**src/rtl/keystream_seq_pkg.sv**
```systemverilog
package keystream_seq_pkg;

  typedef enum logic [2:0] {
    PH_IDLE,
    PH_RESET,
    PH_KEY,
    PH_FRAME,
    PH_MIX,
    PH_BURST_A,
    PH_BURST_B,
    PH_TAIL
  } phase_t;

  typedef struct packed {
    logic beginSession;
    logic shiftKey;
    logic shiftFrame;
    logic captureBit;
  } seq_strobe_t;

endpackage

```
**src/rtl/keystream_seq_ctrl.sv**
```systemverilog
module keystream_seq_ctrl
  import keystream_seq_pkg::*;
#(
  parameter int KEY_W      = 64,
  parameter int FRAME_W    = 22,
  parameter int MIX_CYCLES = 100,
  parameter int BURST_W    = 114
) (
  input  logic        clk,
  input  logic        rst_n,
  input  logic        start,
  output seq_strobe_t strobe,
  output logic        genReset,
  output logic        forceClk,
  output logic        busy,
  output logic        done
);

  localparam int MAX_A   = (KEY_W > FRAME_W) ? KEY_W : FRAME_W;
  localparam int MAX_B   = (MIX_CYCLES > BURST_W) ? MIX_CYCLES : BURST_W;
  localparam int MAX_LEN = (MAX_A > MAX_B) ? MAX_A : MAX_B;
  localparam int CNT_W   = $clog2(MAX_LEN);
  localparam logic [CNT_W-1:0] KEY_LAST   = CNT_W'(KEY_W - 1);
  localparam logic [CNT_W-1:0] FRAME_LAST = CNT_W'(FRAME_W - 1);
  localparam logic [CNT_W-1:0] MIX_LAST   = CNT_W'(MIX_CYCLES - 1);
  localparam logic [CNT_W-1:0] BURST_LAST = CNT_W'(BURST_W - 1);
  localparam int CAP_W = $clog2(2 * BURST_W + 1);

  phase_t           phase;
  logic [CNT_W-1:0] phaseCnt;
  logic             capturePending;
  logic             lastOfPhase;

  assign lastOfPhase = (phaseCnt == '0);

  always_ff @(posedge clk or negedge rst_n) begin
    if (!rst_n) begin
      phase          <= PH_IDLE;
      phaseCnt       <= '0;
      capturePending <= 1'b0;
      done           <= 1'b0;
    end else begin
      done           <= (phase == PH_TAIL);
      capturePending <= (phase == PH_BURST_A) || (phase == PH_BURST_B);
      case (phase)
        PH_IDLE: begin
          if (start) begin
            phase    <= PH_RESET;
            phaseCnt <= '0;
          end
        end
        PH_RESET: begin
          phase    <= PH_KEY;
          phaseCnt <= KEY_LAST;
        end
        PH_KEY: begin
          if (lastOfPhase) begin
            phase    <= PH_FRAME;
            phaseCnt <= FRAME_LAST;
          end else begin
            phaseCnt <= phaseCnt - 1'b1;
          end
        end
        PH_FRAME: begin
          if (lastOfPhase) begin
            phase    <= PH_MIX;
            phaseCnt <= MIX_LAST;
          end else begin
            phaseCnt <= phaseCnt - 1'b1;
          end
        end
        PH_MIX: begin
          if (lastOfPhase) begin
            phase    <= PH_BURST_A;
            phaseCnt <= BURST_LAST;
          end else begin
            phaseCnt <= phaseCnt - 1'b1;
          end
        end
        PH_BURST_A: begin
          if (lastOfPhase) begin
            phase    <= PH_BURST_B;
            phaseCnt <= BURST_LAST;
          end else begin
            phaseCnt <= phaseCnt - 1'b1;
          end
        end
        PH_BURST_B: begin
          if (lastOfPhase) begin
            phase    <= PH_TAIL;
            phaseCnt <= '0;
          end else begin
            phaseCnt <= phaseCnt - 1'b1;
          end
        end
        default: begin
          phase    <= PH_IDLE;
          phaseCnt <= '0;
        end
      endcase
    end
  end

  always_comb begin
    strobe.beginSession = (phase == PH_IDLE) && start;
    strobe.shiftKey     = (phase == PH_KEY);
    strobe.shiftFrame   = (phase == PH_FRAME);
    strobe.captureBit   = capturePending;
  end

  assign genReset = (phase == PH_RESET);
  assign forceClk = strobe.shiftKey || strobe.shiftFrame;
  assign busy     = (phase != PH_IDLE);

  // Capture tally, used only by the checks below.
  logic [CAP_W-1:0] capCount;
  always_ff @(posedge clk or negedge rst_n) begin
    if (!rst_n)                   capCount <= '0;
    else if (strobe.beginSession) capCount <= '0;
    else if (strobe.captureBit)   capCount <= capCount + 1'b1;
  end

  assert_start_reset_R2: assert property (@(posedge clk) disable iff (!rst_n)
    (start && !busy) |=> (genReset && busy));

  assert_reset_single_R2: assert property (@(posedge clk) disable iff (!rst_n)
    genReset |=> (!genReset && forceClk));

  assert_start_ignored_R10: assert property (@(posedge clk) disable iff (!rst_n)
    genReset |-> !$past(busy));

  assert_done_pulse_R9: assert property (@(posedge clk) disable iff (!rst_n)
    done |=> !done);

  assert_done_after_busy_R9: assert property (@(posedge clk) disable iff (!rst_n)
    done |-> (!busy && $past(busy)));

  assert_capture_total_R6: assert property (@(posedge clk) disable iff (!rst_n)
    done |-> (capCount == CAP_W'(2 * BURST_W)));

endmodule

```
**src/rtl/keystream_seq_datapath.sv**
```systemverilog
module keystream_seq_datapath
  import keystream_seq_pkg::*;
#(
  parameter int KEY_W   = 64,
  parameter int FRAME_W = 22,
  parameter int BURST_W = 114
) (
  input  logic               clk,
  input  logic               rst_n,
  input  seq_strobe_t        strobe,
  input  logic [KEY_W-1:0]   sessionKey,
  input  logic [FRAME_W-1:0] frameNum,
  input  logic               genOut,
  output logic               serialBit,
  output logic [BURST_W-1:0] burstA,
  output logic [BURST_W-1:0] burstB
);

  localparam int ACC_W = 2 * BURST_W;

  logic [KEY_W-1:0]   keyReg;
  logic [FRAME_W-1:0] frameReg;
  logic [ACC_W-1:0]   acc;

  always_ff @(posedge clk or negedge rst_n) begin
    if (!rst_n) begin
      keyReg   <= '0;
      frameReg <= '0;
    end else if (strobe.beginSession) begin
      keyReg   <= sessionKey;
      frameReg <= frameNum;
    end else begin
      if (strobe.shiftKey)   keyReg   <= keyReg >> 1;
      if (strobe.shiftFrame) frameReg <= frameReg >> 1;
    end
  end

  always_ff @(posedge clk or negedge rst_n) begin
    if (!rst_n)                   acc <= '0;
    else if (strobe.beginSession) acc <= '0;
    else if (strobe.captureBit)   acc <= {acc[ACC_W-2:0], genOut};
  end

  always_comb begin
    if (strobe.shiftKey)        serialBit = keyReg[0];
    else if (strobe.shiftFrame) serialBit = frameReg[0];
    else                        serialBit = 1'b0;
  end

  assign burstA = acc[ACC_W-1:BURST_W];
  assign burstB = acc[BURST_W-1:0];

  assert_serial_key_order_R3: assert property (@(posedge clk) disable iff (!rst_n)
    (strobe.shiftKey && $past(strobe.shiftKey)) |-> (serialBit == $past(keyReg[1])));

endmodule

```
**src/rtl/keystream_session_seq.sv**
```systemverilog
module keystream_session_seq
  import keystream_seq_pkg::*;
#(
  parameter int KEY_W      = 64,
  parameter int FRAME_W    = 22,
  parameter int MIX_CYCLES = 100,
  parameter int BURST_W    = 114
) (
  input  logic               clk,
  input  logic               rst_n,
  input  logic               start,
  input  logic [KEY_W-1:0]   sessionKey,
  input  logic [FRAME_W-1:0] frameNum,
  input  logic               genOut,
  output logic [2:0]         genCtrl,
  output logic               busy,
  output logic               done,
  output logic [BURST_W-1:0] burstA,
  output logic [BURST_W-1:0] burstB
);

  seq_strobe_t strobe;
  logic        genReset;
  logic        forceClk;
  logic        serialBit;

  keystream_seq_ctrl #(
    .KEY_W(KEY_W), .FRAME_W(FRAME_W), .MIX_CYCLES(MIX_CYCLES), .BURST_W(BURST_W)
  ) u_ctrl (
    .clk(clk), .rst_n(rst_n), .start(start), .strobe(strobe),
    .genReset(genReset), .forceClk(forceClk), .busy(busy), .done(done)
  );

  keystream_seq_datapath #(
    .KEY_W(KEY_W), .FRAME_W(FRAME_W), .BURST_W(BURST_W)
  ) u_datapath (
    .clk(clk), .rst_n(rst_n), .strobe(strobe), .sessionKey(sessionKey),
    .frameNum(frameNum), .genOut(genOut), .serialBit(serialBit),
    .burstA(burstA), .burstB(burstB)
  );

  assign genCtrl = {genReset, forceClk, serialBit};

  assert_idle_quiet_R1: assert property (@(posedge clk) disable iff (!rst_n)
    !busy |-> (genCtrl == 3'b000));

  assert_words_hold_R11: assert property (@(posedge clk) disable iff (!rst_n)
    (!busy && !$past(busy)) |-> ($stable(burstA) && $stable(burstB)));

endmodule

```
**config.mk**
```make
export PLATFORM = sky130hd
export DESIGN_NAME = keystream_session_seq
export DESIGN_NICKNAME = d
export VERILOG_FILES = /design/src/rtl/keystream_seq_pkg.sv /design/src/rtl/keystream_seq_ctrl.sv /design/src/rtl/keystream_seq_datapath.sv /design/src/rtl/keystream_session_seq.sv
export SDC_FILE = /design/constraint.sdc
export NUM_CORES = 1
export LEC_CHECK = 0
export BUFFER_PORTS_ARGS = -buffer_cell sky130_fd_sc_hd__buf_2
export CAP_MARGIN = 20
export CORE_ASPECT_RATIO = 0.75
export CORE_MARGIN = 2
export CORE_UTILIZATION = 54
export DETAILED_ROUTE_END_ITERATION = 12
export MAX_ROUTING_LAYER = met4
export PLACE_DENSITY = 0.76
export SETUP_SLACK_MARGIN = 0.3
export SYNTH_ARGS = -nofsm -noshare
export SYNTH_HDL_FRONTEND = slang
export SYNTH_HIERARCHICAL = 1
export SYNTH_SLANG_ARGS = --single-unit
```
**constraint.sdc**
```tcl
create_clock -name clk -period 2.1 [get_ports clk]
set_input_delay 0.315 -clock clk [delete_from_list [all_inputs] [get_ports clk]]
set_output_delay 0.315 -clock clk [all_outputs]
set_load 0.03 [all_outputs]
```
* Word-level counts from Yosys, hierarchy flattened *
Index checks and enable logic that the tools add are counted.

operators by class
  $mul = 0
  eq/ne operators = 13
  shift-type cells = 0
  add/sub/neg operators = 1
  div/mod/pow operators = 0
  magnitude comparators = 0
  bitwise logic cells = 0
  mux-type cells = 21
  reduce and logical (&&, ||, !) cells = 11

operators with widths
  kind                 count
  $mux 228             2
  $mux 64              2
  $mux 22              2
  $pmux 7 s6           1
  $mux 7               5
  $pmux 3 s7           1
  $mux 3               6
  $eq 3x3->1 const B   4
  $logic_not 7->1      1
  $sub 7x1->7 const B  1
  $eq 3x2->1 const B   2
  $ne 2x1->1 const B   3
  $ne 2x2->1 const B   3
  $reduce_and 6->1     1
  $reduce_bool 2->1    3
  $eq 3x1->1 const B   1
  $logic_not 3->1      1
  $reduce_bool 3->1    1
  $logic_or 1x1->1     2
  $mux 1               2
  $reduce_or 2->1      1
  $logic_and 1x1->1    1

storage, ports and cells
  bits of input ports = 90
  memories kept = 0
  logic and storage cells = 53
  latch bits = 0
  bits in registers = 326
  bits in writable memories = 0
  output and inout bits = 233
  ROM bits = 0

* Depth between registers and ports, before layout *
Gate-level depths: netlist of run 1.

  depth after elaboration = 3
  depth in mapped cells = 9
  gate-level depth less buffers = 6

* Modules after synthesis *
Netlist of run 1, hierarchy kept.

by module, submodules not included
  module                  cells each  area an instance (um^2)  seq. area each (um^2)  instances
  keystream_seq_datapath  1112        13480.4                  7857.5                 1
  keystream_seq_ctrl      96          845.8                    300.3                  1
  keystream_session_seq   3           22.5                     0.0                    1

* Worst setup path after synthesis of run 1 *
Ideal clock, no wire load.

  path type = flip-flop to flip-flop
  start = reg u_ctrl.phase[1]
  end = reg u_datapath.acc[100]
  period minus slack after synthesis = 1.872 ns
  buffers on the path = 4
  data required time = 1.979 ns
  arrival time = 1.751 ns
  setup time = 0.121 ns
  path slack = 0.228 ns
  cell stages (with the launch flop) = 9
  path through = dfrtp_1 -> buf_2 -> nor3_1 -> inv_1 -> nor2_1 -> buf_4 -> buf_2 -> buf_2 -> nor2_1

RTL lines
  element                 RTL line                      text
  start, declared         keystream_seq_ctrl.sv:29      phase_t phase;
  start signal, assigned  keystream_seq_ctrl.sv:38      phase <= PH_IDLE;
  start signal, assigned  keystream_seq_ctrl.sv:48      phase <= PH_RESET;
  start signal, assigned  keystream_seq_ctrl.sv:53      phase <= PH_KEY;
  end signal, assigned    keystream_seq_datapath.sv:41  else if (strobe.captureBit) acc <= {acc[ACC_W-2:0], genOut};
  end, declared           keystream_seq_datapath.sv:23  logic [ACC_W-1:0] acc;

==> qor.yml, run 1 <==
synth:
  postSynthAreaPerCell_um2: 11.8
  yosysWarningCount: 6
  netlist_area_um2: 14300
  ys_types: 47
  synth_fp_nets: 1303
  synth_area_leader_cell: "sky130_fd_sc_hd__dfrtp_1"
  yosys-top-cells-area: "sky130_fd_sc_hd__dfrtp_1 57%, sky130_fd_sc_hd__mux2i_1 22%, sky130_fd_sc_hd__nor2_1 6.2%"
  ys_ff_latch: 326
  synthDominantCellAreaShare_pct: 56.9
  async_reset_ff_share_pct: 100
  synth_seq_area_share_pct: 56.9
  synth-edff-count: 0
  synthCells: 1211
  yosys_most_used_dff: "sky130_fd_sc_hd__dfrtp_1"
timing:
  rsz0062_at_grt: "true"
  final_hold_viol_count: 0
  finalSetupTns_ps: 0
  setup_viol_count_final: 0
  clock.fmax_mhz: 526
  timing.max_slew.rel_slack_pct: 72.0
  fin_skew_ps: 8.17
  slew_at_the_pin_with_the_worst_max_slew_slack_ps: 420
  layout_min_cycle_time_ps: 1900
  final-max-slew-violation-count: 0
  min_period_over_period_pct: 90.5
final_layout:
  drive_above_1_share_pct: 27.2
  nFillCells: 1792
  num_antenna_cells: 0
  multi_input_gate_area_in_the_final_layout_um2: 5300
  layout-area-overhead-vs-synth_pct: 25.6
  finalNetCount: 1699
  ff_latch_area_um2: 8170
power:
  pwr_density_cell_nw_per_um2: 1030
  power_frac_seq_pct: 42.5
  ir_drop_mv: 0.756
  power.share.switching_pct: 31.1
  cell_internal_pwr_mw: 12.7
  share_clk_of_total_power_pct: 29.4
  net-switching-power_mw: 5.76
  report.power.total_mw: 18.5
  pwr-share-comb_pct: 28.1
  total_leakage_power_nw: 8.90
worst_setup_path:
  number_of_buffers_and_inverters_on_the_critical_path: 2
  timing.critical_path.slowest_stage_cell: "sky130_fd_sc_hd__dfrtp_2"
  slowest_delay_ps: 450
  worst_setup_path_start_kind: "register"
  type_of_destination_of_the_critical_path: "output pin"
  cell_type_group_with_the_largest_total_delay_on_the_critical_path: "flip-flops"
  worst_ep_arrival_time_ps: 1580
  cp_data_required_time_ps: 1780
  worst_path_maximum_fanout: 5
  path_class: "reg -> out"
  critical_path.cell_chain: "nor3_2 > buf_4 > nand2_2 > o21ai_2 > buf_6"
min_path:
  min_path_type: "in -> reg"
die:
  initial_utilization_pct: 55.1
  die_y_um: 145
  floorplan.die_area_um2: 27900
  num_rows: 51
  top_level_ports: 323
  core_area_um2: 26000
  die_x_um: 192
flow_run:
  drv.max_cap_violation_count: 0
clock_network:
  cts.htree.levels: 1
  clkSinkCount: 326
  worst_skew_pair.late_latency_ps: 550
  worst_setup_hold_path_clk_slew_ps: 60
  clock_tree_from_tritoncts: "done"
  cts.root.buffer_cell: "sky130_fd_sc_hd__clkbuf_16"
  cts_buffers: 31
  clk_path_buf_depth: 3
global_route:
  globalRouteTotalUtil_pct: 24.7
  maximum_number_of_pins_on_one_net_before_global_route_repair: 78
  grt_antenna_before_repair: 0
  grt_pass1_wl_um: 54700
  grt_pass1_vias: 10300
  overflow: 0
drt:
  drt.antenna.violating_nets: 0
  detail_route.wl_per_cell_um: 17.3
  drc: 0
  vias: 10400
  wirelength_um: 34100
  detailedRoute.firstPassIterationCount: 5
  drtIter0Drc: 676
  route.detailed.vias_per_inst: 5.30
placed_design:
  dp.final_hpwl_um: 21700
  place.gp.congestion: 0.851
  port_buffers: 322
status:
  run_status: "completed"
[sequential cells by signal, summed over array words and instances, names as in the netlist]
| register | count |
|---|---|
| u_ctrl/capturePending | 1 |
| u_datapath/keyReg | 64 |
| u_ctrl/phaseCnt | 7 |
| u_datapath/acc | 228 |
| u_ctrl/phase | 3 |
| u_ctrl/done | 1 |
| u_datapath/frameReg | 22 |
[layer usage]
metal  routed length, um  track usage [%]
met5                   0                -
met4                 881             6.30
met3                2200             3.94
met2               15900             37.6
met1               15100             34.9
[worst register-to-register path: cells and delay by family (launching register included)]
kind,cells,cell delay [ps]
AOI/OAI and AO/OA,3,480
buffers and inverters,1,180
DFF,1,430
and+or+nand+nor,1,560
[cell families (layout without fill, tap and decap cells)]
| group | count (synthesis) | after routing | synth area share, % |
|---|---|---|---|
| simple gates | 355 | 355 | 9.81 |
| flops | 326 | 326 | 56.9 |
| mux | 312 | 312 | 21.8 |
| compound gates | 115 | 115 | 4.48 |
| buf+inv | 97 | 512 | 6.67 |
| xor+xnor | 4 | 4 | 0.244 |
| fa+ha+maj | 2 | 2 | 0.174 |
[cells in the final DEF, fill, tap and decap left out, types with 3 or more instances in the layout]
| master | n |
|---|---|
| sky130_fd_sc_hd__clkbuf_1 | 10 |
| sky130_fd_sc_hd__dlygate4sd3_1 | 82 |
| sky130_fd_sc_hd__o21ai_1 | 38 |
| sky130_fd_sc_hd__dfrtp_1 | 322 |
| sky130_fd_sc_hd__nand2_2 | 3 |
| sky130_fd_sc_hd__buf_4 | 26 |
| sky130_fd_sc_hd__clkbuf_16 | 32 |
| sky130_fd_sc_hd__inv_1 | 5 |
| sky130_fd_sc_hd__dfrtp_2 | 3 |
| sky130_fd_sc_hd__nand2_1 | 91 |
| sky130_fd_sc_hd__buf_2 | 318 |
| sky130_fd_sc_hd__a21oi_1 | 3 |
| sky130_fd_sc_hd__xnor2_1 | 3 |
| sky130_fd_sc_hd__a31oi_1 | 3 |
| sky130_fd_sc_hd__nor2_1 | 234 |
| sky130_fd_sc_hd__mux2i_1 | 311 |
| sky130_fd_sc_hd__o21ai_0 | 53 |
| sky130_fd_sc_hd__nor2_4 | 3 |
| sky130_fd_sc_hd__nand3_1 | 4 |
| sky130_fd_sc_hd__buf_12 | 16 |
| sky130_fd_sc_hd__buf_6 | 6 |
| sky130_fd_sc_hd__clkbuf_8 | 7 |
| sky130_fd_sc_hd__buf_16 | 3 |
[layout make-up]
| type | count | share of cell area, % |
|---|---|---|
| sequential | 326 | 45.3 |
| multi-input combinational | 788 | 29.4 |
| timing repair buffer | 453 | 17.3 |
| clock buffer | 48 | 5.05 |
| tap | 344 | 2.39 |
| clock inverter | 4 | 0.389 |
| inverter | 7 | 0.146 |
[power by group through the flow]
stage,clock network (mW),logic (mW),registers (mW)
3_5_place_dp,0,4.61,7.91
2_1_floorplan,0,3.90,7.77
5_1_grt,5.84,5.72,7.98
4_1_cts,5.55,4.97,7.82
6_report,5.44,5.20,7.86
3_3_place_gp,0,4.50,7.87
[worst paths after layout]
| kind | from | end | slack (ps) | cells past startpoint |
|---|---|---|---|---|
| max | u_ctrl/phase[0] | genCtrl[0] | 200 | 5 |
| min | sessionKey[59] | u_datapath/keyReg[59] | 20 | 3 |
| max reg2reg | u_ctrl/phase[1] | u_ctrl/phaseCnt[4] | 360 | 5 |
| min reg2reg | u_datapath/acc[227] | u_datapath/acc[227] | 530 | 2 |
| max in group asynchronous | rst_n | u_datapath/acc[216] | 1110 | 3 |
| min in group asynchronous | rst_n | u_datapath/acc[42] | 250 | 2 |
[synth_stat cells (3+ instances only)]
| cell type | number |
|---|---|
| sky130_fd_sc_hd__inv_1 | 7 |
| sky130_fd_sc_hd__nand3_1 | 4 |
| sky130_fd_sc_hd__a31oi_1 | 3 |
| sky130_fd_sc_hd__a21oi_1 | 3 |
| sky130_fd_sc_hd__o21ai_1 | 38 |
| sky130_fd_sc_hd__nand2b_1 | 3 |
| sky130_fd_sc_hd__buf_4 | 8 |
| sky130_fd_sc_hd__nand2_1 | 93 |
| sky130_fd_sc_hd__buf_2 | 30 |
| sky130_fd_sc_hd__buf_12 | 27 |
| sky130_fd_sc_hd__nor2_1 | 238 |
| sky130_fd_sc_hd__xnor2_1 | 3 |
| sky130_fd_sc_hd__buf_6 | 7 |
| sky130_fd_sc_hd__nor3_1 | 4 |
| sky130_fd_sc_hd__clkbuf_1 | 15 |
| sky130_fd_sc_hd__buf_8 | 3 |
| sky130_fd_sc_hd__o21ai_0 | 54 |
| sky130_fd_sc_hd__dfrtp_1 | 326 |
| sky130_fd_sc_hd__mux2i_1 | 312 |
[per-stage QoR]
step	instance area, um2	setup slack (ps)	util (%)	hold slack, ps	instances
after CTS	17900	161	68.8	4.35	1964
after floorplan	14400	271	-	19.4	1211
final	18000	200	69.2	24.2	1970
after global placement	16000	402	61.5	236	1827
after detailed placement	16000	307	61.5	234	1827
after global routing	18000	127	69.2	17.8	1970
[what timing repair did]
action,in CTS,in global routing
cloned,1,1
setup endpoints to repair,5,51
buffers inserted,2,5
endpoints found under the hold margin,124,0
resized for setup,18,12
hold buffers,82,0
pin swaps,1,4
(Power assumes the default switching activity.)
==> inputs of run 2 (changes only) <==
--- a/config.mk
+++ b/config.mk
@@ -11,9 +11,11 @@
 export CORE_MARGIN = 2
 export CORE_UTILIZATION = 54
 export DETAILED_ROUTE_END_ITERATION = 12
+export HOLD_SLACK_MARGIN = 0.08
 export MAX_ROUTING_LAYER = met4
 export PLACE_DENSITY = 0.76
 export SETUP_SLACK_MARGIN = 0.3
+export SLEW_MARGIN = 20
 export SYNTH_ARGS = -nofsm -noshare
 export SYNTH_HDL_FRONTEND = slang
 export SYNTH_HIERARCHICAL = 1
==> run 2 against run 1 <==
- power increased by 1.2%
- hold slack improved by 110 ps
- sequential power about the same
- die area unchanged
- clock-buffer cell count unchanged
- combinational power increased by 3.8%
- critical path depth unchanged
- final cell count increased by 0.46%
==> qor.yml, run 2 (synthesized netlist as in run 1, its figures left out) <==
worst_setup_path:
  cp_data_required_time_ps: 1780  # about the same
  crit-reg2reg-launch: "u_ctrl/phase[0]"
  ff2ff_path_depth: 6  # +1
  worst-path-stages: 5  # unchanged
  cell_type_group_with_the_largest_total_delay_on_the_critical_path: "flip-flops"
  worst_path_maximum_fanout: 5  # unchanged
  register_to_register_setup_slack_ps: 340  # -20 ps
  critical_path.cell_chain: "nor3_2 > buf_4 > nand2_2 > o21ai_2 > buf_6"
  type_of_destination_of_the_critical_path: "output pin"
  number_of_buffers_and_inverters_on_the_critical_path: 2  # unchanged
  worst_setup_path_start_kind: "register"
  regToRegEndpoint: "u_datapath/keyReg[5]"
  path_class: "reg -> out"
  worst_ep_arrival_time_ps: 1580  # about the same
  slowest_delay_ps: 450  # about the same
  timing.critical_path.slowest_stage_cell: "sky130_fd_sc_hd__dfrtp_2"
final_layout:
  layout.cells.non_filler: 1979  # +0.46%
  finalNetCount: 1708  # +0.53%
  layout-area-overhead-vs-synth_pct: 26.4
  most-common-layout-cells: "322 x sky130_fd_sc_hd__dfrtp_1, 318 x sky130_fd_sc_hd__buf_2, 312 x sky130_fd_sc_hd__mux2i_1, 234 x sky130_fd_sc_hd__nor2_1, 91 x sky130_fd_sc_hd__nand2_1"
  final_common_cell: "sky130_fd_sc_hd__dfrtp_1"
  drive_above_1_share_pct: 27.2  # -0.027 points
  top_regs: "u_datapath/acc x228, u_datapath/keyReg x64, u_datapath/frameReg x22"
  num_antenna_cells: 0  # unchanged
  regMostFlops: "u_datapath/acc"
  largest_reg_flops: 228  # unchanged
min_path:
  min-delay-start: "start"
  hold_path_depth: 3  # unchanged
  worstHoldEndpoint: "u_ctrl/phaseCnt[6]"
  min_path_type: "in -> reg"
clock_network:
  worst_skew_pair.late_latency_ps: 550  # about the same
  worst_setup_hold_path_clk_slew_ps: 60  # about the same
  clock_tree_from_tritoncts: "done"
  cts.htree.levels: 1  # unchanged
  clkSinkCount: 326  # unchanged
  cts_buffers: 31  # unchanged
  clk_path_buf_depth: 3  # unchanged
  cts.root.buffer_cell: "sky130_fd_sc_hd__clkbuf_16"
timing:
  fin_skew_ps: 9.19  # +1.03 ps
  final-max-slew-violation-count: 0  # unchanged
  timing.max_slew.rel_slack_pct: 71.7  # -0.34 points
  min_period_over_period_pct: 90.0  # -0.43 points
  slew_at_the_pin_with_the_worst_max_slew_slack_ps: 423  # +3.59 ps
  worst_slack_ps: 209  # +9.04 ps
  rsz0062_at_grt: "true"
  clock.fmax_mhz: 529  # +0.48%
  setup_viol_count_final: 0  # unchanged
  layout_min_cycle_time_ps: 1890  # -9.04 ps
  finalSetupTns_ps: 0  # unchanged
  hold_ws_ps: 130  # +106 ps
  final_hold_viol_count: 0  # unchanged
power:
  share_clk_of_total_power_pct: 29.0  # -0.4 points
  report.power.total_mw: 18.7  # +1.2%
  total_leakage_power_nw: 8.96  # +0.59%
  net-switching-power_mw: 5.90  # +2.4%
  ir_drop_mv: 0.768  # +1.6%
  pwr_density_cell_nw_per_um2: 1030  # +0.56%
  pwr-share-comb_pct: 28.9  # +0.8 points
  power.share.switching_pct: 31.5  # +0.38 points
  cell_internal_pwr_mw: 12.8  # +0.64%
  power_frac_seq_pct: 42.1  # -0.4 points
placed_design:
  pre_cts_ws_ps: 307  # unchanged
  dp.final_hpwl_um: 21700  # unchanged
  place.gp.congestion: 0.851  # unchanged
  placedCellCount: 1827  # unchanged
  port_buffers: 322  # unchanged
global_route:
  busiest_layer: "met2"
  grt_pass1_wl_um: 55200  # +0.86%
  global_route.usage.met2_pct: 38.7  # +1.1 points
  grt_antenna_before_repair: 0  # unchanged
  grtUsageMet1_pct: 34.7  # -0.17 points
  overflow: 0  # unchanged
  maximum_number_of_pins_on_one_net_before_global_route_repair: 78  # unchanged
  grt_pass1_vias: 10400  # +0.41%
  grt.met3_usage_pct: 4.33  # +0.39 points
  globalRouteTotalUtil_pct: 25.1  # +0.36 points
drt:
  detailedRoute.firstPassIterationCount: 7  # +2
  drt.antenna.violating_nets: 0  # unchanged
  route.detailed.vias_per_inst: 5.32  # +0.31%
  drtIter0Drc: 618  # -8.6%
  wirelength_um: 35500  # +4.1%
  drc: 0  # unchanged
  detail_route.wl_per_cell_um: 17.9  # +3.6%
  vias: 10500  # +0.77%
status:
  run_status: "completed"
die:
  initial_utilization_pct: 55.1  # unchanged
  die_y_um: 145  # unchanged
  floorplan.die_area_um2: 27900  # unchanged
  num_rows: 51  # unchanged
  die_x_um: 192  # unchanged
  core_area_um2: 26000  # unchanged
  top_level_ports: 323  # unchanged
flow_run:
  drv.max_cap_violation_count: 0  # unchanged
## run 2: cell types whose count changed in the layout (fill, tap and decap cells not counted)
cell	delta
sky130_fd_sc_hd__clkbuf_16	+2
sky130_fd_sc_hd__dlygate4sd3_1	+6
sky130_fd_sc_hd__buf_4	+1
sky130_fd_sc_hd__mux2i_1	+1
sky130_fd_sc_hd__mux2i_2	-1
## run 2: cell type report
cell class | count | area, um2
Clock inverter | 4 | 70.1
Timing Repair Buffer | 462 | 3240
Multi-Input combinational cell | 788 | 5290
Sequential cell | 326 | 8170
Inverter | 7 | 26.3
Clock buffer | 48 | 910
Tap cell | 344 | 430
Fill cell | 1779 | 7900
## run 2: per-layer routing
layer	part of all wire [%]	vias up
met4	2.7	0
met2	47	404
met5	0	-
li1	-	4903
met3	6.5	82
met1	43	5134
## run 2: how the worst max path moves through the flow
stage	startpoint	slack, ps	endpoint
2_1_floorplan	u_ctrl/phase[1]	270	u_datapath/acc[100]
3_3_place_gp	u_ctrl/phase[0]	400	u_datapath/keyReg[4]
3_5_place_dp	u_ctrl/phase[2]	310	u_datapath/keyReg[16]
4_1_cts	u_ctrl/phase[1]	160	genCtrl[0]
5_1_grt	u_ctrl/phase[1]	130	genCtrl[0]
6_report	u_ctrl/phase[0]	210	genCtrl[0]
## run 2: through the flow
step,instance area (um2),utilization (%)
after global placement,16000,61.5
after global routing,18100,69.6
final,18100,69.6
after CTS,18000,69.0
after floorplan,14400,-
after detailed placement,16000,61.5
## run 2: worst min-delay path, stage by stage
cell,delay (ps)
sky130_fd_sc_hd__buf_2,110
sky130_fd_sc_hd__or4_4,140
sky130_fd_sc_hd__a21oi_1,60
## run 2: repair_timing
| action | CTS | global route |
|---|---|---|
| cloned | 1 | 3 |
| hold buffers | 88 | 0 |
| setup endpoints to repair | 5 | 53 |
| endpoints found under the hold margin | 230 | 0 |
| buffers inserted | 2 | 6 |
| pin swaps | 1 | 5 |
| gates resized for setup | 18 | 11 |
## run 2: power by group through the flow
stage | Sequential, mW | Clock, mW | Combinational (mW)
floorplan | 7.77 | 0 | 3.90
global placement | 7.87 | 0 | 4.50
detailed placement | 7.91 | 0 | 4.61
CTS | 7.82 | 5.55 | 4.98
global route | 7.98 | 5.85 | 5.89
finish | 7.88 | 5.43 | 5.40
==> inputs of run 3 (changes only) <==
--- a/config.mk
+++ b/config.mk
@@ -8,7 +8,6 @@
 export BUFFER_PORTS_ARGS = -buffer_cell sky130_fd_sc_hd__buf_2
 export CAP_MARGIN = 20
 export CORE_ASPECT_RATIO = 0.75
-export CORE_MARGIN = 2
 export CORE_UTILIZATION = 54
 export DETAILED_ROUTE_END_ITERATION = 12
 export HOLD_SLACK_MARGIN = 0.08
==> constraint.sdc (replaced) <==
create_clock -name clk -period 2.1 [get_ports clk]
set_input_delay 0.315 -clock clk [delete_from_list [all_inputs] [get_ports clk]]
set_output_delay 0.315 -clock clk [all_outputs]
set_load 0.1 [all_outputs]
==> run 3 against run 2 <==
- the run now ends with negative setup slack left
- largest power group is now combinational cells
- utilization grew 11 points
- sequential power grew 2%
- fmax shrank 13%
==> qor.yml, run 3 (synthesized netlist as in run 1, its figures left out) <==
worst_setup_path:
  worst_ep_arrival_time_ps: 2530  # +950 ps
  worst_path_maximum_fanout: 5  # unchanged
  type_of_destination_of_the_critical_path: "register"
  path_class: "reg -> reg"
  cp_data_required_time_ps: 2450  # +670 ps
  worst_setup_path_start_kind: "register"
global_route:
  overflow: 0  # unchanged
  maximum_number_of_pins_on_one_net_before_global_route_repair: 68  # -13%
  grt_pass1_vias: 10200  # -1.2%
  grt_antenna_before_repair: 1  # +1
  grt_pass1_wl_um: 54100  # -2.0%
  globalRouteTotalUtil_pct: 25.5  # +0.43 points
clock_network:
  cts.htree.levels: 2  # +1
  clk_path_buf_depth: 3  # unchanged
  cts.root.buffer_cell: "sky130_fd_sc_hd__clkbuf_16"
  clkSinkCount: 326  # unchanged
  cts_buffers: 34  # +9.7%
  worst_skew_pair.late_latency_ps: 510  # -40 ps
  worst_setup_hold_path_clk_slew_ps: 70  # about the same
  clock_tree_from_tritoncts: "done"
placed_design:
  dp.final_hpwl_um: 21300  # -2.2%
  port_buffers: 322  # unchanged
  pre_cts_ws_ps: 276  # -31.5 ps
  place.gp.congestion: 0.868  # +1.9%
  place_area_um2: 16000  # about the same
final_layout:
  final_common_cell: "sky130_fd_sc_hd__dfrtp_1"
  largest_reg_flops: 228  # unchanged
  top_regs: "u_datapath/acc x228, u_datapath/keyReg x64, u_datapath/frameReg x22"
  regMostFlops: "u_datapath/acc"
  layout-area-overhead-vs-synth_pct: 46.3
  drive_above_1_share_pct: 42.9  # +16 points
  layout.core_utilization_pct: 80.7  # +11 points
  most-common-layout-cells: "323 x sky130_fd_sc_hd__dfrtp_1, 317 x sky130_fd_sc_hd__buf_2, 309 x sky130_fd_sc_hd__mux2i_1, 142 x sky130_fd_sc_hd__nor2_1, 88 x sky130_fd_sc_hd__dlygate4sd3_1"
  final_design_area_no_fill_um2: 21000  # +16%
  nFillCells: 1318  # -26%
  finalNetCount: 1788  # +4.7%
die:
  top_level_ports: 323  # unchanged
  die_y_um: 143  # -1.4%
  initial_utilization_pct: 55.1  # unchanged
  num_rows: 51  # unchanged
  core_area_um2: 26000  # unchanged
  die_x_um: 190  # -1.0%
  floorplan.die_area_um2: 27200  # -2.4%
power:
  pwr-share-comb_pct: 40.0  # +11 points
  power_frac_seq_pct: 33.3  # -8.8 points
  net-switching-power_mw: 8.68  # +47%
  share_clk_of_total_power_pct: 26.6  # -2.4 points
  total_leakage_power_nw: 10.0  # +12%
  ir_drop_mv: 1.11  # +45%
  pwr_density_cell_nw_per_um2: 1150  # +11%
  cell_internal_pwr_mw: 15.5  # +21%
  power.share.switching_pct: 35.9  # +4.4 points
timing:
  fin_skew_ps: 19.9  # +10.7 ps
  timing.max_slew.rel_slack_pct: 56.7  # -15 points
  min_period_over_period_pct: 104  # +14 points
  rsz0062_at_grt: "true"
  final_hold_viol_count: 0  # unchanged
  clock.fmax_mhz: 459  # -13%
  setup_viol_count_final: 2  # +2
  slew_at_the_pin_with_the_worst_max_slew_slack_ps: 632  # +209 ps
  layout_min_cycle_time_ps: 2180  # +289 ps
  final-max-slew-violation-count: 0  # unchanged
  worst_slack_ps: -79.4  # -289 ps
status:
  run_status: "finished, violations left"
  failing_checks: "negative setup slack"
drt:
  drc: 0  # unchanged
  route.detailed.vias_per_inst: 5.91  # +11%
  drt.antenna.violating_nets: 0  # unchanged
  vias: 12200  # +16%
  detailedRoute.firstPassIterationCount: 5  # -2
  drtIter0Drc: 1213  # +96%
  wirelength_um: 49700  # +40%
  detail_route.wl_per_cell_um: 24.1  # +34%
min_path:
  min_path_type: "in -> reg"
flow_run:
  drv.max_cap_violation_count: 0  # unchanged
==> run 3: what timing repair did <==
action                                 CTS  global route
gates cloned                             2            50
resized for setup                       19           422
endpoints found under the hold margin  140             0
hold buffers                            88             0
pin swaps                                5           116
setup endpoints to repair               13           273
buffers inserted                        12            26
==> run 3: worst paths after layout <==
kind,from,to,slack [ps],cells after the start
max,u_ctrl/phase[1],u_datapath/frameReg[16],-80,9
min,start,u_ctrl/phaseCnt[2],220,4
max reg2reg,u_ctrl/phase[1],u_datapath/frameReg[16],-80,9
min reg2reg,u_datapath/acc[7],u_datapath/acc[7],540,2
max in group asynchronous,rst_n,u_datapath/acc[156],960,3
min in group asynchronous,rst_n,u_datapath/frameReg[4],340,2
==> run 3: metrics by stage <==
| stage | TNS, ps | hold WS, ps | total power [mW] | instances |
|---|---|---|---|---|
| 2_1_floorplan | 0 | 19.4 | 12.3 | 1211 |
| 3_3_place_gp | 0 | 304 | 12.8 | 1826 |
| 3_5_place_dp | 0 | 306 | 13.0 | 1826 |
| 4_1_cts | 0 | 195 | 19.8 | 1987 |
| 5_1_grt | -241 | 223 | 24.8 | 2064 |
| 6_report | -125 | 224 | 24.2 | 2064 |
==> run 3: worst max-delay path, cell delays in order (launching register included) <==
cell and delay, ps:
sky130_fd_sc_hd__dfrtp_2 440, sky130_fd_sc_hd__buf_6 140, sky130_fd_sc_hd__nor3_4 210, sky130_fd_sc_hd__clkinvlp_4 180, sky130_fd_sc_hd__nor2_4 220, sky130_fd_sc_hd__buf_6 140, sky130_fd_sc_hd__buf_6 140, sky130_fd_sc_hd__clkbuf_16 160
sky130_fd_sc_hd__nand2_1 80, sky130_fd_sc_hd__o21ai_1 290
==> run 3: per-layer routing <==
| metal | part of all wire, % | up-vias | wire [um] | global-route usage (%) |
|---|---|---|---|---|
| li1 | - | 5098 | - | - |
| met1 | 38 | 6057 | 18700 | 35.4 |
| met2 | 49 | 772 | 24100 | 38.9 |
| met3 | 7.6 | 265 | 3780 | 4.03 |
| met4 | 6.1 | 0 | 3010 | 7.54 |
| met5 | 0 | - | 0 | - |
==> run 3: power groups by stage <==
stage	Combinational, mW	Clock, mW	Sequential (mW)
after floorplan	4.42	0	7.89
after global placement	4.92	0	7.89
after detailed placement	5.05	0	7.92
after CTS	5.54	6.41	7.82
after global routing	9.96	6.73	8.07
final	9.67	6.44	8.05
==> run 3: final cells by class <==
type                    count  area, um2  area share [%]
flip-flops and latches    326       8160            38.9
clock buffers              54       1080            5.14
clock inverters             5        100           0.477
multi-input cells         788       6490            30.9
inverters                   7       30.0           0.143
repair buffers            539       4700            22.4
well taps                 344        430            2.05
diodes                      1       2.50          0.0119
